**src/rtl/nco_pkg.sv**
```systemverilog
package nco_pkg;
  localparam int unsigned NCO_ACC_W = 20;
  localparam int unsigned NCO_PW_W  = 3;

  typedef enum logic {
    MODE_TOGGLE = 1'b0,
    MODE_PULSE  = 1'b1
  } nco_mode_e;
endpackage

```
**src/rtl/nco_rst_sync.sv**
```systemverilog
module nco_rst_sync #(
  parameter int unsigned STAGES = 2
) (
  input  logic clk,
  input  logic rst_n,
  output logic rst_sync_n
);
  logic [STAGES-1:0] sh_q;
  logic [STAGES-1:0] sh_d;

  always_comb begin
    sh_d = {sh_q[STAGES-2:0], 1'b1};
  end

  always_ff @(posedge clk or negedge rst_n) begin
    if (!rst_n) sh_q <= '0;
    else        sh_q <= sh_d;
  end

  assign rst_sync_n = sh_q[STAGES-1];
endmodule

```
**src/rtl/nco_phase_acc.sv**
```systemverilog
module nco_phase_acc #(
  parameter int unsigned ACC_W = 20
) (
  input  logic             clk,
  input  logic             rst_n,
  input  logic             en_i,
  input  logic [ACC_W-1:0] inc_i,
  output logic             ovf_o
);
  logic [ACC_W-1:0] acc_q;
  logic [ACC_W-1:0] acc_d;
  logic [ACC_W:0]   sum_w;

  always_comb begin
    sum_w = {1'b0, acc_q} + {1'b0, inc_i};
    acc_d = acc_q;
    ovf_o = 1'b0;
    if (en_i) begin
      acc_d = sum_w[ACC_W-1:0];
      ovf_o = sum_w[ACC_W];
    end
  end

  always_ff @(posedge clk or negedge rst_n) begin
    if (!rst_n)    acc_q <= '0;
    else if (en_i) acc_q <= acc_d;
  end

  // the phase is frozen while the block is off
  p_acc_hold_r9: assert property (@(posedge clk) disable iff (!rst_n)
    !en_i |=> acc_q == $past(acc_q));

  // an overflow leaves a remainder below the increment
  p_wrap_rem_r2: assert property (@(posedge clk) disable iff (!rst_n)
    ovf_o |=> acc_q < $past(inc_i));
endmodule

```
**src/rtl/nco_wave_gen.sv**
```systemverilog
module nco_wave_gen
  import nco_pkg::*;
#(
  parameter int unsigned PW_W = 3
) (
  input  logic            clk,
  input  logic            rst_n,
  input  logic            en_i,
  input  nco_mode_e       mode_i,
  input  logic [PW_W-1:0] pw_sel_i,
  input  logic            ovf_i,
  output logic            state_o
);
  localparam int unsigned CNT_W = (1 << PW_W) - 1;

  logic             state_q, state_d;
  logic [CNT_W-1:0] cnt_q, cnt_d;
  logic [CNT_W:0]   width_w;
  logic [CNT_W:0]   width_m1_w;
  logic [CNT_W-1:0] load_w;

  always_comb begin
    width_w    = (CNT_W+1)'(1) << pw_sel_i;
    width_m1_w = width_w - (CNT_W+1)'(1);
    load_w     = width_m1_w[CNT_W-1:0];
  end

  always_comb begin
    state_d = state_q;
    cnt_d   = cnt_q;
    if (!en_i) begin
      state_d = 1'b0;
      cnt_d   = '0;
    end else if (mode_i == MODE_TOGGLE) begin
      cnt_d = '0;
      if (ovf_i) state_d = ~state_q;
    end else if (ovf_i) begin
      state_d = 1'b1;
      cnt_d   = load_w;
    end else if (state_q) begin
      if (cnt_q == '0) state_d = 1'b0;
      else             cnt_d   = cnt_q - CNT_W'(1);
    end
  end

  always_ff @(posedge clk or negedge rst_n) begin
    if (!rst_n) begin
      state_q <= 1'b0;
      cnt_q   <= '0;
    end else begin
      state_q <= state_d;
      cnt_q   <= cnt_d;
    end
  end

  assign state_o = state_q;

  // toggle mode flips the state on each overflow
  p_toggle_r3: assert property (@(posedge clk) disable iff (!rst_n)
    (en_i && mode_i == MODE_TOGGLE && ovf_i) |=> state_q != $past(state_q));

  // pulse mode goes active on the overflow edge
  p_pulse_start_r4: assert property (@(posedge clk) disable iff (!rst_n)
    (en_i && mode_i == MODE_PULSE && ovf_i) |=> state_q);

  // no width count pending without an active pulse
  p_cnt_idle_r4: assert property (@(posedge clk) disable iff (!rst_n)
    !state_q |-> cnt_q == '0);

  // disabled means inactive
  p_off_idle_r9: assert property (@(posedge clk) disable iff (!rst_n)
    !en_i |=> !state_q);
endmodule

```
**src/rtl/nco_irq_ctrl.sv**
```systemverilog
module nco_irq_ctrl (
  input  logic clk,
  input  logic rst_n,
  input  logic en_i,
  input  logic ovf_i,
  input  logic pol_i,
  input  logic irq_en_i,
  input  logic clr_i,
  output logic flag_o,
  output logic irq_o
);
  logic pol_q;
  logic flag_q, flag_d;
  logic pol_chg_w;
  logic set_w;

  always_comb begin
    pol_chg_w = pol_i ^ pol_q;
    set_w     = en_i & (ovf_i | (irq_en_i & pol_chg_w));
    flag_d    = set_w | (flag_q & ~clr_i);
  end

  always_ff @(posedge clk or negedge rst_n) begin
    if (!rst_n) begin
      pol_q  <= 1'b0;
      flag_q <= 1'b0;
    end else begin
      pol_q  <= pol_i;
      flag_q <= flag_d;
    end
  end

  assign flag_o = flag_q;
  assign irq_o  = flag_q & irq_en_i & en_i;

  // overflow raises the flag
  p_ovf_flag_r6: assert property (@(posedge clk) disable iff (!rst_n)
    ovf_i |=> flag_q);

  // flag survives until cleared
  p_sticky_r6: assert property (@(posedge clk) disable iff (!rst_n)
    (flag_q && !clr_i) |=> flag_q);

  // a polarity change with interrupts on raises the flag
  p_pol_flag_r7: assert property (@(posedge clk) disable iff (!rst_n)
    (en_i && irq_en_i && pol_i != pol_q) |=> flag_q);

  // nothing new is flagged while off
  p_off_noset_r9: assert property (@(posedge clk) disable iff (!rst_n)
    (!en_i && !flag_q) |=> !flag_q);

  // the request never appears without the flag
  p_irq_gate_r8: assert property (@(posedge clk) disable iff (!rst_n)
    irq_o |-> flag_o);
endmodule

```
**src/rtl/nco_out_stage.sv**
```systemverilog
module nco_out_stage
  import nco_pkg::*;
#(
  parameter int unsigned ACC_W = NCO_ACC_W,
  parameter int unsigned PW_W  = NCO_PW_W,
  parameter int unsigned SYNC_STAGES = 2
) (
  input  logic             clk,
  input  logic             rst_n,
  input  logic             en_i,
  input  logic             mode_i,
  input  logic             pol_i,
  input  logic [PW_W-1:0]  pw_sel_i,
  input  logic [ACC_W-1:0] inc_i,
  input  logic             irq_en_i,
  input  logic             flag_clr_i,
  output logic             nco_o,
  output logic             flag_o,
  output logic             irq_o
);
  logic      rst_sync_n;
  logic      ovf_w;
  logic      state_w;
  nco_mode_e mode_w;

  assign mode_w = nco_mode_e'(mode_i);

  nco_rst_sync #(.STAGES(SYNC_STAGES)) u_rst (
    .clk        (clk),
    .rst_n      (rst_n),
    .rst_sync_n (rst_sync_n)
  );

  nco_phase_acc #(.ACC_W(ACC_W)) u_acc (
    .clk   (clk),
    .rst_n (rst_sync_n),
    .en_i  (en_i),
    .inc_i (inc_i),
    .ovf_o (ovf_w)
  );

  nco_wave_gen #(.PW_W(PW_W)) u_wave (
    .clk      (clk),
    .rst_n    (rst_sync_n),
    .en_i     (en_i),
    .mode_i   (mode_w),
    .pw_sel_i (pw_sel_i),
    .ovf_i    (ovf_w),
    .state_o  (state_w)
  );

  nco_irq_ctrl u_irq (
    .clk      (clk),
    .rst_n    (rst_sync_n),
    .en_i     (en_i),
    .ovf_i    (ovf_w),
    .pol_i    (pol_i),
    .irq_en_i (irq_en_i),
    .clr_i    (flag_clr_i),
    .flag_o   (flag_o),
    .irq_o    (irq_o)
  );

  assign nco_o = state_w ^ pol_i;

  // a disabled block drives the inactive level
  p_inactive_r5: assert property (@(posedge clk) disable iff (!rst_sync_n)
    !en_i |=> nco_o == pol_i);
endmodule

```
**config.mk**
```make
export PLATFORM = sky130hd
export DESIGN_NAME = nco_out_stage
export DESIGN_NICKNAME = d
export VERILOG_FILES = /design/src/rtl/nco_pkg.sv /design/src/rtl/nco_rst_sync.sv /design/src/rtl/nco_phase_acc.sv /design/src/rtl/nco_wave_gen.sv /design/src/rtl/nco_irq_ctrl.sv /design/src/rtl/nco_out_stage.sv
export SDC_FILE = /design/constraint.sdc
export NUM_CORES = 1
export LEC_CHECK = 0
export ABC_AREA = 1
export BUFFER_PORTS_ARGS = -buffer_cell sky130_fd_sc_hd__buf_2
export CORE_MARGIN = 1
export CORE_UTILIZATION = 40
export CTS_BUF_LIST = sky130_fd_sc_hd__clkbuf_4
export CTS_CLUSTER_DIAMETER = 50
export CTS_CLUSTER_SIZE = 28
export DETAILED_ROUTE_END_ITERATION = 8
export GPL_ROUTABILITY_DRIVEN = 0
export HOLD_SLACK_MARGIN = 0.08
export PLACE_DENSITY_LB_ADDON = 0.08
export SLEW_MARGIN = 40
export SYNTH_ARGS = -nofsm -noshare
export SYNTH_HDL_FRONTEND = slang
export SYNTH_SLANG_ARGS = --single-unit
```
**constraint.sdc**
```tcl
create_clock -name clk -period 1.15 [get_ports clk]
set_input_delay 0.23 -clock clk [delete_from_list [all_inputs] [get_ports clk]]
set_output_delay 0.23 -clock clk [all_outputs]
set_load 0.005 [all_outputs]
```
Word level (Yosys, flattened, before mapping)
Index checks and enable logic that the tools add are counted.
Widths: inputs -> output; s select.
{"block": "classes", "n_addsub": 3, "eq_ne": 3, "shift": 1, "n_mux": 12, "n_bitwise": 11, "n_reduce_logical": 2}
{"op": "$mux 7", "count": 5}
{"op": "$add 20x20->21", "count": 1}
{"op": "$sub 7x1->7 const B", "count": 2}
{"op": "$logic_not 7->1", "count": 1}
{"op": "$mux 1", "count": 7}
{"op": "$shl 1x3->7 const A", "count": 1}
{"op": "$and 1x1->1", "count": 5}
{"op": "$ne 4x2->1 const B", "count": 1}
{"op": "$ne 4x3->1 const B", "count": 1}
{"op": "$ne 3x1->1 const B", "count": 1}
{"op": "$not 1->1", "count": 2}
{"op": "$or 1x1->1", "count": 2}
{"op": "$reduce_and 2->1", "count": 1}
{"op": "$xor 1x1->1", "count": 2}
{"block": "word_totals", "ff_bits": 32, "in_bits": 30, "output_inout_bits": 3}

Depth between registers and ports, before layout
Gate-level depths: netlist of run 1.
{"block": "logic_depth", "ltp_word": 6, "mapped_depth": 21, "mapped_depth_nobuf": 21}

By module
A second synthesis of run 1 with hierarchy kept.
{"block": "hier_totals", "hier_cells": 417, "area_unflattened_um2": 2790.2}
{"mod": "nco_phase_acc", "n_inst": 1, "cells_each": 302, "area_each_um2": 2005.7, "seq_area_each_um2": 500.5}
{"mod": "nco_wave_gen", "n_inst": 1, "cells_each": 92, "area_each_um2": 609.3, "seq_area_each_um2": 200.2}
{"mod": "nco_irq_ctrl", "n_inst": 1, "cells_each": 15, "area_each_um2": 102.6, "seq_area_each_um2": 50.0}
{"mod": "nco_rst_sync", "n_inst": 1, "cells_each": 3, "area_each_um2": 53.8, "seq_area_each_um2": 50.0}
{"mod": "nco_out_stage", "n_inst": 1, "cells_each": 5, "area_each_um2": 18.8, "seq_area_each_um2": 0.0}

Worst setup path after synthesis of run 1
OpenSTA, ideal clock, no wires.
{"block": "synth_timing", "path_kind": "reg-to-reg", "startpoint": "reg u_acc.acc_q[0]", "endpoint": "reg u_wave.cnt_q[4]", "setup_ns": 0.121, "arrival_ns": 2.291, "required_ns": 1.029, "path_slack_ns": -1.261, "stages_incl_launch_ff": 18, "n_path_buf": 0, "synth_period_minus_slack_ns": 2.411, "path_cell_list": "dfrtp_1 -> ha_1 -> fa_1 -> nand3_1 -> nand2_1 -> nand3_2 -> nand3_4 -> nand2_4 -> inv_2 -> nand2_1 -> nand2_1 -> inv_1 -> ha_1 -> inv_1 -> a21oi_1 -> nand3_1 -> nand3_1 -> o21ai_1"}
{"block": "synth_between", "elab_chain_cells": 5}
{"element": "start: declaration", "line": "nco_phase_acc.sv:10", "text": "logic [ACC_W-1:0] acc_q;"}
{"element": "start signal: assignment", "line": "nco_phase_acc.sv:25", "text": "if (!rst_n) acc_q <= '0;"}
{"element": "start signal: assignment", "line": "nco_phase_acc.sv:26", "text": "else if (en_i) acc_q <= acc_d;"}
{"element": "$add 20x20->21 *", "line": "nco_phase_acc.sv:15", "text": "sum_w = {1'b0, acc_q} + {1'b0, inc_i};"}
{"element": "$mux 1 *", "line": "nco_phase_acc.sv:18", "text": "if (en_i) begin"}
{"element": "$mux 7", "line": "nco_wave_gen.sv:37", "text": "end else if (ovf_i) begin"}
{"element": "$mux 7", "line": "nco_wave_gen.sv:34", "text": "end else if (mode_i == MODE_TOGGLE) begin"}
{"element": "$mux 7", "line": "nco_wave_gen.sv:31", "text": "if (!en_i) begin"}
{"element": "end signal: assignment", "line": "nco_wave_gen.sv:52", "text": "cnt_q <= cnt_d;"}
{"element": "end: declaration", "line": "nco_wave_gen.sv:17", "text": "logic [CNT_W-1:0] cnt_q, cnt_d;"}
Mark *: on every way between the ends. The rest lies on a longest branch, timed or not.
A chain may end at the register's enable or synchronous reset.

Worst setup path after layout of run 1
{"block": "layout_timing", "startpoint": "reg u_acc.acc_q[0]", "endpoint": "reg u_wave.cnt_q[6]"}
Same word-level chain as after synthesis.

==> out/qor.yml, run 1 <==
routing:
  ant_nets: 0
  drc: 0
  vias: 2871
  drt_pass1_iterations: 4
  drt_iter0_drc: 90
  avgRoutedWirePerCell_um: 12.59
  vias_per_cell: 4.874
  drt-total-wl_um: 7414
synth:
  yosysMostFrequentCell: "nand2_1"
  ys.flop_type: "dfrtp_1"
  synth_commonest_cells: "nand2_1, inv_1, dfrtp_1"
  synth_nets: 413
  synth_area_sq_mm: 0.002564
  synth.top_cell.area_share_pct: 31.23
  avgSynthCellArea_sq_um: 7.102
  syn-instance-count: 361
  synth_cell_types: 41
  yosysWarningCount: 0
  synth-seq-cells: 32
  yosysSeqAreaShare_pct: 31.23
  synth-edff-count: 0
  synth.area.top_cells: "dfrtp_1, nand2_1, ha_1"
  ys_async_sr_fraction_pct: 100.0
  synth_top_cell_by_area: "dfrtp_1"
critical_path:
  r2r_start: "u_acc.acc_q[0]"
  crit_path_max_fanout: 6
  critPathArrivalTime_ns: 2.60
  endpoint_kind: "register"
  crit_path_start: "u_acc.acc_q[0]"
  cp.required_ns: 1.44
  worstRegToRegCells: 18
  startpoint_type: "register"
  crit_type: "register to register"
sta:
  slew_violations: 0
  finClkSkew_ns: 0.01773
  setup_slack_ns: -1.163
  setup_viol: 30
  hold_violations: 0
  fmax_ghz: 0.4323
  rsz0062_at_grt: "yes"
  fin_crit_sh_pct: 201.1
  min_period_ns: 2.313
  finalSetupTns_ns: -23.85
floorplanning:
  coreArea_sq_mm: 0.006061
  dieArea_sq_mm: 0.006733
  num_rows: 28
  dieWidth_um: 82.06
  die_h_um: 82.06
  ios: 33
  initial_utilization_pct: 42.30
placement:
  io_buffers: 32
  pre_cts_slack_ns: -1.181
  hpwl_um: 5099
layout:
  diodes: 0
  syn_to_final_growth_pct: 73.84
  drive_gt1_share_pct: 53.11
  layout.nets: 565
job:
  maxCapViolations: 0
global_routing:
  grt_busiest_layer: "met2"
  grt_max_degree: 31
  grt_use_met2_pct: 40.66
  grt_usage_pct: 22.94
  grt_pass1_wl_um: 11830
  grt_use_met1_pct: 28.70
  grt_overflow_total: 0
  grt_pass1_vias: 2739
  met3_usage_pct: 3.444
  antenna_found_initial: 0
clock_network:
  cts_tree: "built"
  clkSlewWorstSetupHoldPaths_ns: 0.11
  clock_tree.htree_level_count: 2
  clock_latency_ns: 0.34
  clkSinkCount: 32
  cts_inserted_buffers: 5
  clock-root-buffer: "clkbuf_4"
  cts_buffer_depth: 2
pwr:
  leakagePower_uw: 0.002196
  power_density_mw_per_mm2: 2703
  ir_drop_uv: 1592
outcome:
  failed_checks: "negative setup slack"
  status: "finished, violations left"
min_path:
  hold_path_class: "input port to async pin"
## registers in the layout (all words and copies together), names as in the netlist
name            cells
u_irq.pol_q         1
u_acc.acc_q        20
u_rst.sh_q          2
u_wave.cnt_q        7
u_irq.flag_o        1
u_wave.state_o      1
## worst max-delay path, cell delays in order (launching register included)
cell     delay [ns]
dfrtp_1        0.40
ha_2           0.19
fa_2           0.37
nand3_2        0.08
nand2_2        0.06
nand3_2        0.09
nand3_4        0.11
nand2_4        0.12
inv_2          0.05
nand2_2        0.05
nand2_2        0.06
inv_2          0.07
ha_4           0.15
inv_2          0.05
a21oi_4        0.13
nand3_1        0.10
nand2_1        0.09
nand3_1        0.07
nand2_1        0.05
## final timing paths
| kind | end | slack, ns |
|---|---|---|
| hold reg to reg | u_acc.acc_q[10] | 0.27 |
| min in group clk | u_irq.flag_o | 0.20 |
| hold / removal | u_rst.sh_q[1] | 0.19 |
| setup / recovery | u_wave.cnt_q[6] | -1.16 |
| setup reg to reg | u_wave.cnt_q[6] | -1.16 |
| max in group asynchronous | u_wave.cnt_q[3] | 0.58 |
## routing by layer
layer	wire (um)	up-vias	part of all wire, %
met5	0	-	0
met4	87	0	1.2
met3	223	9	3.0
met2	3644	43	49
met1	3458	1322	47
li1	-	1497	-
## power by group
part | switching [uW] | leakage [uW] | total [uW] | internal (uW)
clock network | 424 | 0.0000456 | 903 | 480
registers | 390 | 0.000397 | 1960 | 1570
logic | 4260 | 0.00175 | 9180 | 4920
## what timing repair did
item | 4_1_cts | 5_1_grt
setup endpoints to repair | 30 | 31
resized for setup | 68 | 32
hold endpoints to repair | 4 | 0
pin swaps | 41 | 28
buffers inserted | 22 | 13
hold buffers | 3 | 0
## metrics by stage
| stage | cell area [sq um] | util (%) | total power [uW] | hold WS (ns) | std cells |
|---|---|---|---|---|---|
| floorplan | 2773 | - | 5959 | -0.06559 | 361 |
| global placement | 3618 | 59.70 | 8394 | 0.01557 | 545 |
| detailed placement | 3618 | 59.70 | 8502 | 0.01815 | 545 |
| CTS | 4200 | 69.30 | 10970 | 0.1815 | 577 |
| global route | 4457 | 73.53 | 13080 | 0.1709 | 589 |
| finish | 4457 | 73.53 | 12050 | 0.1906 | 589 |
## cell type report
class	instances	area (sq um)
clock buffers	6	45.04
clock inverters	2	35.03
fillers	461	1604
inverters	43	163.9
multi-input cells	280	2208
flip-flops and latches	32	800.8
well taps	75	93.84
repair buffers	151	1110
## cell families (layout without fill, tap and decap cells)
logic type,after synthesis,after routing,synth area share (%)
AND/OR/NAND/NOR,181,181,31.92
AO/OA/AOI/OAI,64,64,14.10
buffers and inverters,49,202,7.467
flip-flops,32,32,31.23
adder cells (fa/ha/maj),22,22,11.03
XOR/XNOR,12,12,4.100
other,1,1,0.1463
## placed cells by master (no fill, tap or decap), drive strengths merged, types with 2 or more instances in the layout
master       instances
o21ai               29
a31oi                5
or2                  3
nor2                22
dlygate4sd3          3
inv                 43
o22ai                2
nand4                4
ha                  21
nand3               28
nor3                 5
xor2                 6
a21oi               19
a21o                 2
nand3b               4
clkbuf               6
dfrtp               32
buf                148
nand2              113
xnor2                6
Power figures use the tool's default switching activity.
==> run 2, diff against run 1 <==
- CELL_PAD_IN_SITES_DETAIL_PLACEMENT: unset -> 0
- CELL_PAD_IN_SITES_GLOBAL_PLACEMENT: unset -> 2
- CORE_UTILIZATION: 40 -> 31
==> run 2 against run 1 <==
Compared with the run above:
- largest power group unchanged
- worst hold slack got worse by 0.092 ns
- critical path type unchanged
- critical endpoint unchanged
- count of clock-buffer cells in the layout is 1 lower
- critical path depth unchanged
- sequential power barely moved
- first-iteration DRC count shrank 32%
- global-route usage is 4.2 points lower
- the flow still finishes with violations (negative setup slack)
==> out/qor.yml, run 2 (synthesis results as in run 1) <==
pwr:
  ir_drop_uv: 1292  # was 1592 uV
  power_density_mw_per_mm2: 2617  # was 2703 mW/mm^2
  total_power_uw: 11460  # was 12050 uW
  leakagePower_uw: 0.002174  # was 0.002196 uW
min_path:
  min_delay_path_depth: 2
  hp-start: "flag_clr_i"
  hold_path_class: "input port to register"  # was input port to async pin
  min_to: "u_irq.flag_o"
critical_path:
  crit_type: "register to register"  # unchanged
  timing.rr.end: "u_wave.cnt_q[6]"  # unchanged
  critPathArrivalTime_ns: 2.59  # was 2.60 ns
  cp.required_ns: 1.43  # was 1.44 ns
  crit_path_max_fanout: 5  # was 6
  worstRegToRegCells: 18  # unchanged
  startpoint_type: "register"  # unchanged
  endpoint_kind: "register"  # unchanged
  r2r_slack_ns: -1.16  # about the same
  r2r_start: "u_acc.acc_q[0]"  # unchanged
clock_network:
  cts_buffer_depth: 2  # unchanged
  clkSinkCount: 32  # unchanged
  clock-root-buffer: "clkbuf_4"  # unchanged
  cts_tree: "built"  # unchanged
  clkSlewWorstSetupHoldPaths_ns: 0.11  # about the same
  clock_tree.htree_level_count: 2  # unchanged
  cts_inserted_buffers: 5  # unchanged
  clock_latency_ns: 0.35  # was 0.34 ns
sta:
  fin_crit_sh_pct: 201.2  # was 201.1%
  slew_violations: 0  # unchanged
  setup_viol: 30  # unchanged
  setup_slack_ns: -1.164  # was -1.163 ns
  fmax_ghz: 0.4322  # was 0.4323 GHz
  min_period_ns: 2.314  # was 2.313 ns
  finClkSkew_ns: 0.01751  # was 0.01773 ns
  rsz0062_at_grt: "yes"  # unchanged
  hold_violations: 0  # unchanged
placement:
  io_buffers: 32  # unchanged
  hpwl_um: 5870  # was 5099 um
layout:
  final_common_cell: "buf_4"  # unchanged
  diodes: 0  # unchanged
  regMostFlops: "u_acc.acc_q"  # unchanged
  layout.nets: 565  # unchanged
  largestRegisters: "u_acc.acc_q: 20 flops, u_wave.cnt_q: 7 flops, u_rst.sh_q: 2 flops"  # unchanged
  mostFrequentLayoutCells: "buf_4, nand2_1, buf_2, dfrtp_1, inv_1"  # unchanged
  syn_to_final_growth_pct: 70.82  # was 73.84%
  largest_reg_flops: 20  # unchanged
  drive_gt1_share_pct: 50.00  # was 53.11%
  utilization_pct: 55.80  # was 73.53%
routing:
  vias_per_cell: 4.612  # was 4.874
  drc: 0  # unchanged
  drt-total-wl_um: 7617  # was 7414 um
  drt_iter0_drc: 61  # was 90
  vias: 2841  # was 2871
  avgRoutedWirePerCell_um: 12.37  # was 12.59 um
  ant_nets: 0  # unchanged
  drt_pass1_iterations: 4  # unchanged
global_routing:
  grt_usage_pct: 18.74  # was 22.94%
  grt_pass1_vias: 2806  # was 2739
  antenna_found_initial: 0  # unchanged
  grt_pass1_wl_um: 12800  # was 11830 um
  grt_max_degree: 19  # was 31
  grt_overflow_total: 0  # unchanged
floorplanning:
  dieArea_sq_mm: 0.008638  # was 0.006733 sq mm
  initial_utilization_pct: 32.67  # was 42.30%
  dieWidth_um: 92.94  # was 82.06 um
  num_rows: 32  # was 28
  die_h_um: 92.94  # was 82.06 um
  ios: 33  # unchanged
  coreArea_sq_mm: 0.007848  # was 0.006061 sq mm
outcome:
  status: "finished, violations left"  # unchanged
  failed_checks: "negative setup slack"  # unchanged
job:
  maxCapViolations: 0  # unchanged
[run 2: cell count changes in the layout (fill, tap and decap cells not counted), moves of 3 or more]
cell / previous run / this run
a21oi_2: 8 / 11
nand2_2: 24 / 18
nand2_1: 81 / 88
inv_2: 14 / 10
inv_1: 28 / 31
[run 2: worst max-delay path by stage]
stage / endpoint / cells after the start / slack, ns / startpoint
3_5_place_dp: u_wave.cnt_q[6] / 18 / -1.21 / u_acc.acc_q[7]
3_3_place_gp: u_wave.cnt_q[4] / 17 / -1.15 / u_acc.acc_q[0]
6_report: u_wave.cnt_q[6] / 18 / -1.16 / u_acc.acc_q[0]
2_1_floorplan: u_wave.cnt_q[4] / 17 / -1.08 / u_acc.acc_q[0]
5_1_grt: u_wave.cnt_q[6] / 17 / -1.32 / u_acc.acc_q[11]
4_1_cts: u_wave.cnt_q[6] / 18 / -1.14 / u_acc.acc_q[0]
[run 2: critical path, stage by stage (launching register included)]
cell and delay, ns:
dfrtp_1 0.44, ha_4 0.18, fa_2 0.35, nand3_2 0.07
nand2_2 0.07, nand3_2 0.10, nand3_4 0.11, nand2_4 0.11
inv_4 0.04, nand2_4 0.06, nand2_4 0.05, inv_2 0.06
ha_4 0.16, inv_4 0.04, a21oi_4 0.14, nand3_1 0.09
nand2_1 0.06, nand3_1 0.07, nand2_1 0.06
[run 2: final cells by class]
type	count	area, sq um
multi-input cells	280	2098
repair buffers	151	1111
flip-flops and latches	32	800.8
clock buffers	5	37.54
fillers	802	3468
inverters	43	166.4
well taps	102	127.6
clock inverters	3	37.54
[run 2: power by group]
part           total, uW  internal, uW  switching, uW
logic               8630          4610           4020
registers           1950          1570            381
clock network        886           444            442
[run 2: metrics by stage]
step | hold WS [ns] | cell area [sq um] | setup WS, ns | cells | TNS (ns)
global placement | 0.01425 | 3720 | -1.151 | 581 | -22.82
floorplan | -0.06559 | 2773 | -1.081 | 361 | -17.20
finish | 0.09861 | 4379 | -1.164 | 616 | -23.55
global route | 0.08139 | 4379 | -1.320 | 616 | -26.83
detailed placement | 0.01967 | 3720 | -1.211 | 581 | -23.43
CTS | 0.08447 | 4213 | -1.137 | 608 | -23.24
[run 2: metal layers]
| layer | wire, um | vias to the layer above | GRT usage [%] | share of wire, % |
|---|---|---|---|---|
| li1 | - | 1496 | - | - |
| met4 | 77 | 0 | 5.385 | 1.0 |
| met5 | 0 | - | 0 | 0 |
| met3 | 149 | 6 | 2.627 | 2.0 |
| met1 | 3650 | 1311 | 24.72 | 48 |
| met2 | 3739 | 28 | 31.68 | 49 |
[run 2: timing repair]
item / in CTS / in global routing
pin swaps: 39 / 23
setup endpoints to repair: 30 / 30
buffers inserted: 19 / 8
resized for setup: 59 / 24
hold buffers: 2 / 0
endpoints found under the hold margin: 3 / 0
